`src/rtl/dsl_act_pkg.sv`:
```
package dsl_act_pkg;

  typedef enum logic [2:0] {
    ST_T0 = 3'd0, ST_T1 = 3'd1, ST_T2 = 3'd2, ST_T3 = 3'd3,
    ST_T4 = 3'd4, ST_T5 = 3'd5, ST_T6 = 3'd6, ST_T7 = 3'd7
  } actState_e;

  localparam int TX_W = 5;
  localparam logic [TX_W-1:0] TX_SILENT = 5'b00001;
  localparam logic [TX_W-1:0] TX_WAKE   = 5'b00010;
  localparam logic [TX_W-1:0] TX_SN1    = 5'b00100;
  localparam logic [TX_W-1:0] TX_SN2    = 5'b01000;
  localparam logic [TX_W-1:0] TX_SN3    = 5'b10000;

  // strobes from control to datapath
  typedef struct packed {
    logic clrAll;
    logic inWake;
    logic inQuiet;
    logic timerRun;
    logic ntPhase;
    logic netPhase;
  } actCtl_t;

  // status from datapath to control
  typedef struct packed {
    logic burstDone;
    logic toneValid;
    logic sawQuiet;
    logic timeUp;
  } actSts_t;

endpackage

```
`src/rtl/act_datapath.sv`:
```
module act_datapath
  import dsl_act_pkg::*;
#(
  parameter int WAKE_FRAMES = 6,
  parameter int TONE_FRAMES = 2,
  parameter int COLD_NT_MS  = 5000,
  parameter int COLD_NET_MS = 10000,
  parameter int WARM_MS     = 150
) (
  input  logic    clk,
  input  logic    rstN,
  input  logic    frameStb,
  input  logic    msTick,
  input  logic    farSigPresent,
  input  logic    warmSel,
  input  actCtl_t ctl,
  output actSts_t sts
);

  localparam int COLD_MAX = (COLD_NET_MS > COLD_NT_MS) ? COLD_NET_MS : COLD_NT_MS;
  localparam int LIM_MAX  = (COLD_MAX > WARM_MS) ? COLD_MAX : WARM_MS;
  localparam int MS_W     = $clog2(LIM_MAX + 1);
  localparam int WAKE_W   = $clog2(WAKE_FRAMES + 1);
  localparam int TONE_W   = $clog2(TONE_FRAMES + 1);
  localparam logic [MS_W-1:0]   ELAPSED_TOP = MS_W'(LIM_MAX);
  localparam logic [WAKE_W-1:0] WAKE_TOP    = WAKE_W'(WAKE_FRAMES);
  localparam logic [TONE_W-1:0] TONE_TOP    = TONE_W'(TONE_FRAMES);

  logic [WAKE_W-1:0] wakeCnt;
  logic [TONE_W-1:0] toneCnt;
  logic [MS_W-1:0]   elapsed;
  logic              quietSeen;
  logic              warmQ;

  // wake burst frame counter
  always_ff @(posedge clk or negedge rstN) begin
    if (!rstN)                                             wakeCnt <= '0;
    else if (ctl.clrAll)                                   wakeCnt <= '0;
    else if (ctl.inWake && frameStb && wakeCnt != WAKE_TOP) wakeCnt <= wakeCnt + 1'b1;
  end

  // consecutive far-end tone frames
  always_ff @(posedge clk or negedge rstN) begin
    if (!rstN)                      toneCnt <= '0;
    else if (ctl.clrAll)            toneCnt <= '0;
    else if (ctl.inWake && frameStb) begin
      if (!farSigPresent)           toneCnt <= '0;
      else if (toneCnt != TONE_TOP) toneCnt <= toneCnt + 1'b1;
    end
  end

  // line went quiet while in T2
  always_ff @(posedge clk or negedge rstN) begin
    if (!rstN)                               quietSeen <= 1'b0;
    else if (ctl.clrAll)                     quietSeen <= 1'b0;
    else if (ctl.inQuiet && !farSigPresent)  quietSeen <= 1'b1;
  end

  // warm/cold latched at start, millisecond supervision count
  always_ff @(posedge clk or negedge rstN) begin
    if (!rstN) begin
      warmQ   <= 1'b0;
      elapsed <= '0;
    end else if (ctl.clrAll) begin
      warmQ   <= warmSel;
      elapsed <= '0;
    end else if (ctl.timerRun && msTick && elapsed != ELAPSED_TOP) begin
      elapsed <= elapsed + 1'b1;
    end
  end

  // one limit comparator per supervised phase: 0 = subscriber side, 1 = network side
  logic [1:0] phaseOn;
  logic [1:0] phaseHit;
  assign phaseOn = {ctl.netPhase, ctl.ntPhase};

  for (genvar g = 0; g < 2; g++) begin : g_phase
    localparam int COLD_LIM = (g == 0) ? COLD_NT_MS : COLD_NET_MS;
    logic [MS_W-1:0] lim;
    assign lim         = warmQ ? MS_W'(WARM_MS) : MS_W'(COLD_LIM);
    assign phaseHit[g] = phaseOn[g] && (elapsed >= lim);
  end

  assign sts.burstDone = (wakeCnt == WAKE_TOP);
  assign sts.toneValid = (toneCnt == TONE_TOP);
  assign sts.sawQuiet  = quietSeen;
  assign sts.timeUp    = |phaseHit;


  burst_hold_chk: assert property (@(posedge clk) disable iff (!rstN)
    (sts.burstDone && !ctl.clrAll) |=> sts.burstDone);


  clear_all_chk: assert property (@(posedge clk) disable iff (!rstN)
    ctl.clrAll |=> (elapsed == '0 && !sts.burstDone && !sts.toneValid && !sts.sawQuiet));


  tone_break_chk: assert property (@(posedge clk) disable iff (!rstN)
    (ctl.inWake && frameStb && !farSigPresent && !ctl.clrAll) |=> !sts.toneValid);

endmodule

```
`src/rtl/act_control.sv`:
```
module act_control
  import dsl_act_pkg::*;
(
  input  logic            clk,
  input  logic            rstN,
  input  logic            startReq,
  input  logic            sn1Enable,
  input  logic            farSigPresent,
  input  logic            frameSync,
  input  logic            sl2Detected,
  input  logic            sfMarker,
  input  logic            netReady,
  input  actSts_t         sts,
  output actCtl_t         ctl,
  output logic [TX_W-1:0] txSel,
  output logic [2:0]      stateCode,
  output logic            startFail
);

  actState_e stateQ, stateD;
  logic      failD;

  always_comb begin
    stateD = stateQ;
    failD  = 1'b0;
    if (startReq) begin
      stateD = ST_T1;
    end else if (stateQ != ST_T0 &&
                 (sts.timeUp || (stateQ >= ST_T5 && !farSigPresent))) begin
      stateD = ST_T0;
      failD  = 1'b1;
    end else begin
      unique case (stateQ)
        ST_T1: if (sts.burstDone && sts.toneValid)  stateD = ST_T2;
        ST_T2: if (sts.sawQuiet && farSigPresent)   stateD = ST_T3;
        ST_T3: if (frameSync)                       stateD = ST_T4;
        ST_T4: if (frameSync && sl2Detected)        stateD = ST_T5;
        ST_T5: if (sfMarker)                        stateD = ST_T6;
        ST_T6: if (netReady)                        stateD = ST_T7;
        default: ;
      endcase
    end
  end

  always_ff @(posedge clk or negedge rstN) begin
    if (!rstN) begin
      stateQ    <= ST_T0;
      startFail <= 1'b0;
    end else begin
      stateQ    <= stateD;
      startFail <= failD;
    end
  end

  always_comb begin
    ctl.clrAll   = startReq;
    ctl.inWake   = (stateQ == ST_T1);
    ctl.inQuiet  = (stateQ == ST_T2);
    ctl.timerRun = (stateQ != ST_T0) && (stateQ != ST_T7);
    ctl.ntPhase  = (stateQ != ST_T0) && (stateQ < ST_T6);
    ctl.netPhase = (stateQ != ST_T0) && (stateQ != ST_T7);
  end

  always_comb begin
    unique case (stateQ)
      ST_T1:        txSel = !sts.burstDone ? TX_WAKE : (sn1Enable ? TX_SN1 : TX_SILENT);
      ST_T5:        txSel = TX_SN2;
      ST_T6, ST_T7: txSel = TX_SN3;
      default:      txSel = TX_SILENT;
    endcase
  end

  assign stateCode = stateQ;


  tx_onehot_chk: assert property (@(posedge clk) disable iff (!rstN)
    $countones(txSel) == 1);


  t2_entry_chk: assert property (@(posedge clk) disable iff (!rstN)
    (stateQ == ST_T2 && $past(stateQ) == ST_T1) |-> $past(sts.burstDone && sts.toneValid));


  sn2_entry_chk: assert property (@(posedge clk) disable iff (!rstN)
    (stateQ == ST_T5 && $past(stateQ) == ST_T4) |-> $past(frameSync && sl2Detected));


  fail_idle_chk: assert property (@(posedge clk) disable iff (!rstN)
    startFail |-> (stateQ == ST_T0));


  late_loss_chk: assert property (@(posedge clk) disable iff (!rstN)
    (stateQ >= ST_T5 && !farSigPresent && !startReq) |=> (stateQ == ST_T0 && startFail));

endmodule

```
`src/rtl/dsl_act_seq.sv`:
```
module dsl_act_seq
  import dsl_act_pkg::*;
#(
  parameter int WAKE_FRAMES = 6,
  parameter int TONE_FRAMES = 2,
  parameter int COLD_NT_MS  = 5000,
  parameter int COLD_NET_MS = 10000,
  parameter int WARM_MS     = 150
) (
  input  logic       clk,
  input  logic       rstN,
  input  logic       frameStb,
  input  logic       msTick,
  input  logic       startReq,
  input  logic       warmSel,
  input  logic       sn1Enable,
  input  logic       farSigPresent,
  input  logic       frameSync,
  input  logic       sl2Detected,
  input  logic       sfMarker,
  input  logic       netReady,
  output logic [4:0] txSel,
  output logic [2:0] stateCode,
  output logic       startFail
);

  actCtl_t ctl;
  actSts_t sts;

  act_control u_ctrl (
    .clk(clk), .rstN(rstN), .startReq(startReq), .sn1Enable(sn1Enable),
    .farSigPresent(farSigPresent), .frameSync(frameSync), .sl2Detected(sl2Detected),
    .sfMarker(sfMarker), .netReady(netReady), .sts(sts), .ctl(ctl),
    .txSel(txSel), .stateCode(stateCode), .startFail(startFail)
  );

  act_datapath #(
    .WAKE_FRAMES(WAKE_FRAMES), .TONE_FRAMES(TONE_FRAMES),
    .COLD_NT_MS(COLD_NT_MS), .COLD_NET_MS(COLD_NET_MS), .WARM_MS(WARM_MS)
  ) u_dp (
    .clk(clk), .rstN(rstN), .frameStb(frameStb), .msTick(msTick),
    .farSigPresent(farSigPresent), .warmSel(warmSel), .ctl(ctl), .sts(sts)
  );

endmodule

```
`config.mk`:
```
export PLATFORM = sky130hd
export DESIGN_NAME = dsl_act_seq
export DESIGN_NICKNAME = d
export VERILOG_FILES = /design/src/rtl/dsl_act_pkg.sv /design/src/rtl/act_datapath.sv /design/src/rtl/act_control.sv /design/src/rtl/dsl_act_seq.sv
export SDC_FILE = /design/constraint.sdc
export NUM_CORES = 1
export LEC_CHECK = 0
export CORE_MARGIN = 8
export CORE_UTILIZATION = 50
export CTS_CLUSTER_DIAMETER = 60
export DETAILED_ROUTE_END_ITERATION = 12
export DONT_BUFFER_PORTS = 1
export PLACE_DENSITY = 0.64
export RECOVER_POWER = 100
export SLEW_MARGIN = 15
export SYNTH_ARGS = -nofsm -noshare
export SYNTH_HDL_FRONTEND = slang
export SYNTH_SLANG_ARGS = --single-unit
```
`constraint.sdc`:
```
create_clock -name clk -period 3.1 [get_ports clk]
set_clock_uncertainty 0.2 [all_clocks]
set_input_delay 0.465 -clock clk [delete_from_list [all_inputs] [get_ports clk]]
set_output_delay 0.465 -clock clk [all_outputs]
set_load 0.03 [all_outputs]
```
==> impl_metrics.toml <==
[global_route]
grt_max_degree = 26
grt_pass1_vias = 1470
gr-total-overflow = 0
antenna_found_initial = 0
globalRouteTotalUtil = 0.1459
grt_pass1_wl_um = 6534

[floorplan]
die_w_um = 75.11
start_util = 0.5234
ios = 21
die_h_um = 75.11
die-area_sq_um = 5641
core_sq_um = 3337
row_count = 21

[logic_synthesis]
yosysSeqAreaShare = 0.3582
synth_seq_cells = 25
synth-compound-area-share = 0.1504
synthMuxAreaShare = 0.01791
syn-num-nets = 231
synth_edf_count = 0
synth_top_family_by_area = "simple AND/OR/NAND/NOR gates"
synth_flop_cell = "dfrtp_1"
synth_xor_area_frac = 0.04513
yosys_warnings = 0
synth.distinct_cells = 45
async_flop_share = 1.000
synthesis.area_sq_um = 1747
synth_adder_area_share = 0.1074
synthCells = 204
synth-simple-area-share = 0.2801
synth_area_per_cell_sq_um = 8.562

[timing]
drv_slew = 0
slew_headroom = 0.1003
timing_hold_violations_final = 0
setup_viol = 0
setup_tns_ns = 0
max_freq_ghz = 0.3792
tightestPinTransition_ns = 1.350
rsz0062_at_grt = "no"
min_period_ns = 2.637
fin_crit_sh = 0.8508
holdWs_ns = 0.01850

[finish]
stdcell_count = 250
synthToLayoutAreaGrowth_pct = 4.227
antenna_cells = 0
layout-drive-gt1-share = 0.03922
fin_nets = 232
final_cell_mix = "27 x nor2_1, 25 x dfrtp_1, 16 x nand2_1, 15 x ha_1, 14 x a21oi_1"
layout_commonest_cell = "nor2_1"

[cts]
cts.repair.resized = 0
hold_buffers = 3
clk_latency_ns = 0.33
cts_setup_buffers = 0
root_buffer = "clkbuf_4"
cts_inserted_buffers = 3
cts_tree = "done"
cts_sinks = 25
clk_pin_slew_worst_paths_ns = 0.15
clock_tree.buffer_depth = 2
cts_max_level = 1

[pwr]
p_per_area_nw_per_um2 = 312.8
p_sw_frac = 0.2787
p_int_uw = 410.7
cellLeakagePower_uw = 0.0008045
total_power_uw = 569.4
sequentialPowerShare = 0.603
p_sw_uw = 158.7
pwr-share-clk = 0.275
vdd_drop_max_v = 0.0001595
share_comb_of_total_power = 0.123

[worst_setup_path]
path_class = "reg2reg"
ff2ff_setup_slack_ns = 0.46
cp.required_ns = 3.14
path_max_fanout = 16
worst-endpoint-arrival_ns = 2.68
crit_path_start_kind = "register"
cp-end-kind = "register"

[detailed_routing]
avgRoutedWirePerCell_um = 15.55
avgViaCountPerCell = 5.924
drc = 0
ant_nets = 0
drt-pass1-iter-count = 4
drt-total-wl_um = 3887
drt_iter0_markers = 98
num_vias = 1481

[flow_run]
drv_cap = 0

[placed_design]
gp_congestion = 0.8529
port_buffers = 0
dp.cells = 243
dp_hpwl_um = 2835

[min_path]
hp-class = "in2reg"

[status]
outcome = "finished clean"
[cell type report]
type | instances | area, sq um
Fill cell | 324 | 1516
Multi-Input combinational cell | 161 | 1039
Sequential cell | 25 | 625.6
Tap cell | 46 | 57.56
Inverter | 10 | 37.54
Timing Repair Buffer | 4 | 31.28
Clock buffer | 3 | 22.52
Clock inverter | 1 | 7.507
[power groups by stage]
stage	logic [uW]	registers, uW	clock network [uW]
final	69.9	343	156
after CTS	74.0	343	165
after detailed placement	57.1	349	0
after global placement	53.6	349	0
after floorplan	50.6	347	0
after global routing	80.5	345	175
[per-layer routing]
layer / part of all wire / vias up / routed length [um] / track usage
met5: 0 / - / 0 / 0
met4: 0.011 / 0 / 44 / 0.05000
met3: 0.070 / 6 / 274 / 0.03063
met2: 0.48 / 39 / 1848 / 0.2486
met1: 0.44 / 702 / 1719 / 0.1758
li1: - / 734 / - / -
[cells in the mapped netlist (5+ instances only)]
library cell / number / share of area
nand2_1: 16 / 0.034
and3_1: 6 / 0.021
nand4_1: 5 / 0.018
nand3_1: 7 / 0.020
dfrtp_1: 25 / 0.36
inv_1: 10 / 0.021
or3_1: 6 / 0.021
clkbuf_1: 5 / 0.011
xnor2_1: 7 / 0.035
nor2_1: 27 / 0.058
ha_1: 15 / 0.11
o21ai_0: 10 / 0.029
nand2b_1: 5 / 0.018
a21oi_1: 14 / 0.040
[critical path, cell delays in order, from the launching register on]
cell,delay (ns)
dfrtp_1,0.81
and2_0,0.53
nand2b_1,0.20
nor3_1,0.06
a2111o_1,0.47
nor4_1,0.28
[stage by stage]
step           area (sq um)  utilization  setup slack [ns]
6_report               1821       0.5456            0.4627
4_1_cts                1848       0.5538            0.5404
2_1_floorplan          1747            -            0.7489
3_3_place_gp           1778       0.5328            0.6321
3_5_place_dp           1778       0.5328            0.5967
5_1_grt                1821       0.5456            0.2804
[cell families after synthesis]
family | after synthesis
xor gates and xnor gates | 9
AOI/OAI and AO/OA | 41
muxes | 3
adders and majority gates | 15
and+or+nand+nor | 93
buffers and inverters | 18
DFF | 25
[flip-flops by register name, summed over array words and instances, names as in the netlist]
signal / count
u_dp.quietSeen: 1
u_dp.toneCnt: 2
u_dp.elapsed: 14
u_dp.warmQ: 1
u_ctrl.stateCode: 3
u_dp.wakeCnt: 3
u_ctrl.startFail: 1
[final timing paths]
kind	start	to	cells after the start
hold / removal	startReq	u_dp.warmQ	1
max in group asynchronous	rstN	u_dp.toneCnt[1]	2
min in group asynchronous	rstN	u_dp.elapsed[3]	2
setup reg to reg	u_ctrl.stateCode[1]	u_ctrl.stateCode[1]	5
hold reg to reg	u_dp.quietSeen	u_dp.quietSeen	2
setup / recovery	u_ctrl.stateCode[1]	u_ctrl.stateCode[1]	5
(Power assumes the default switching activity.)
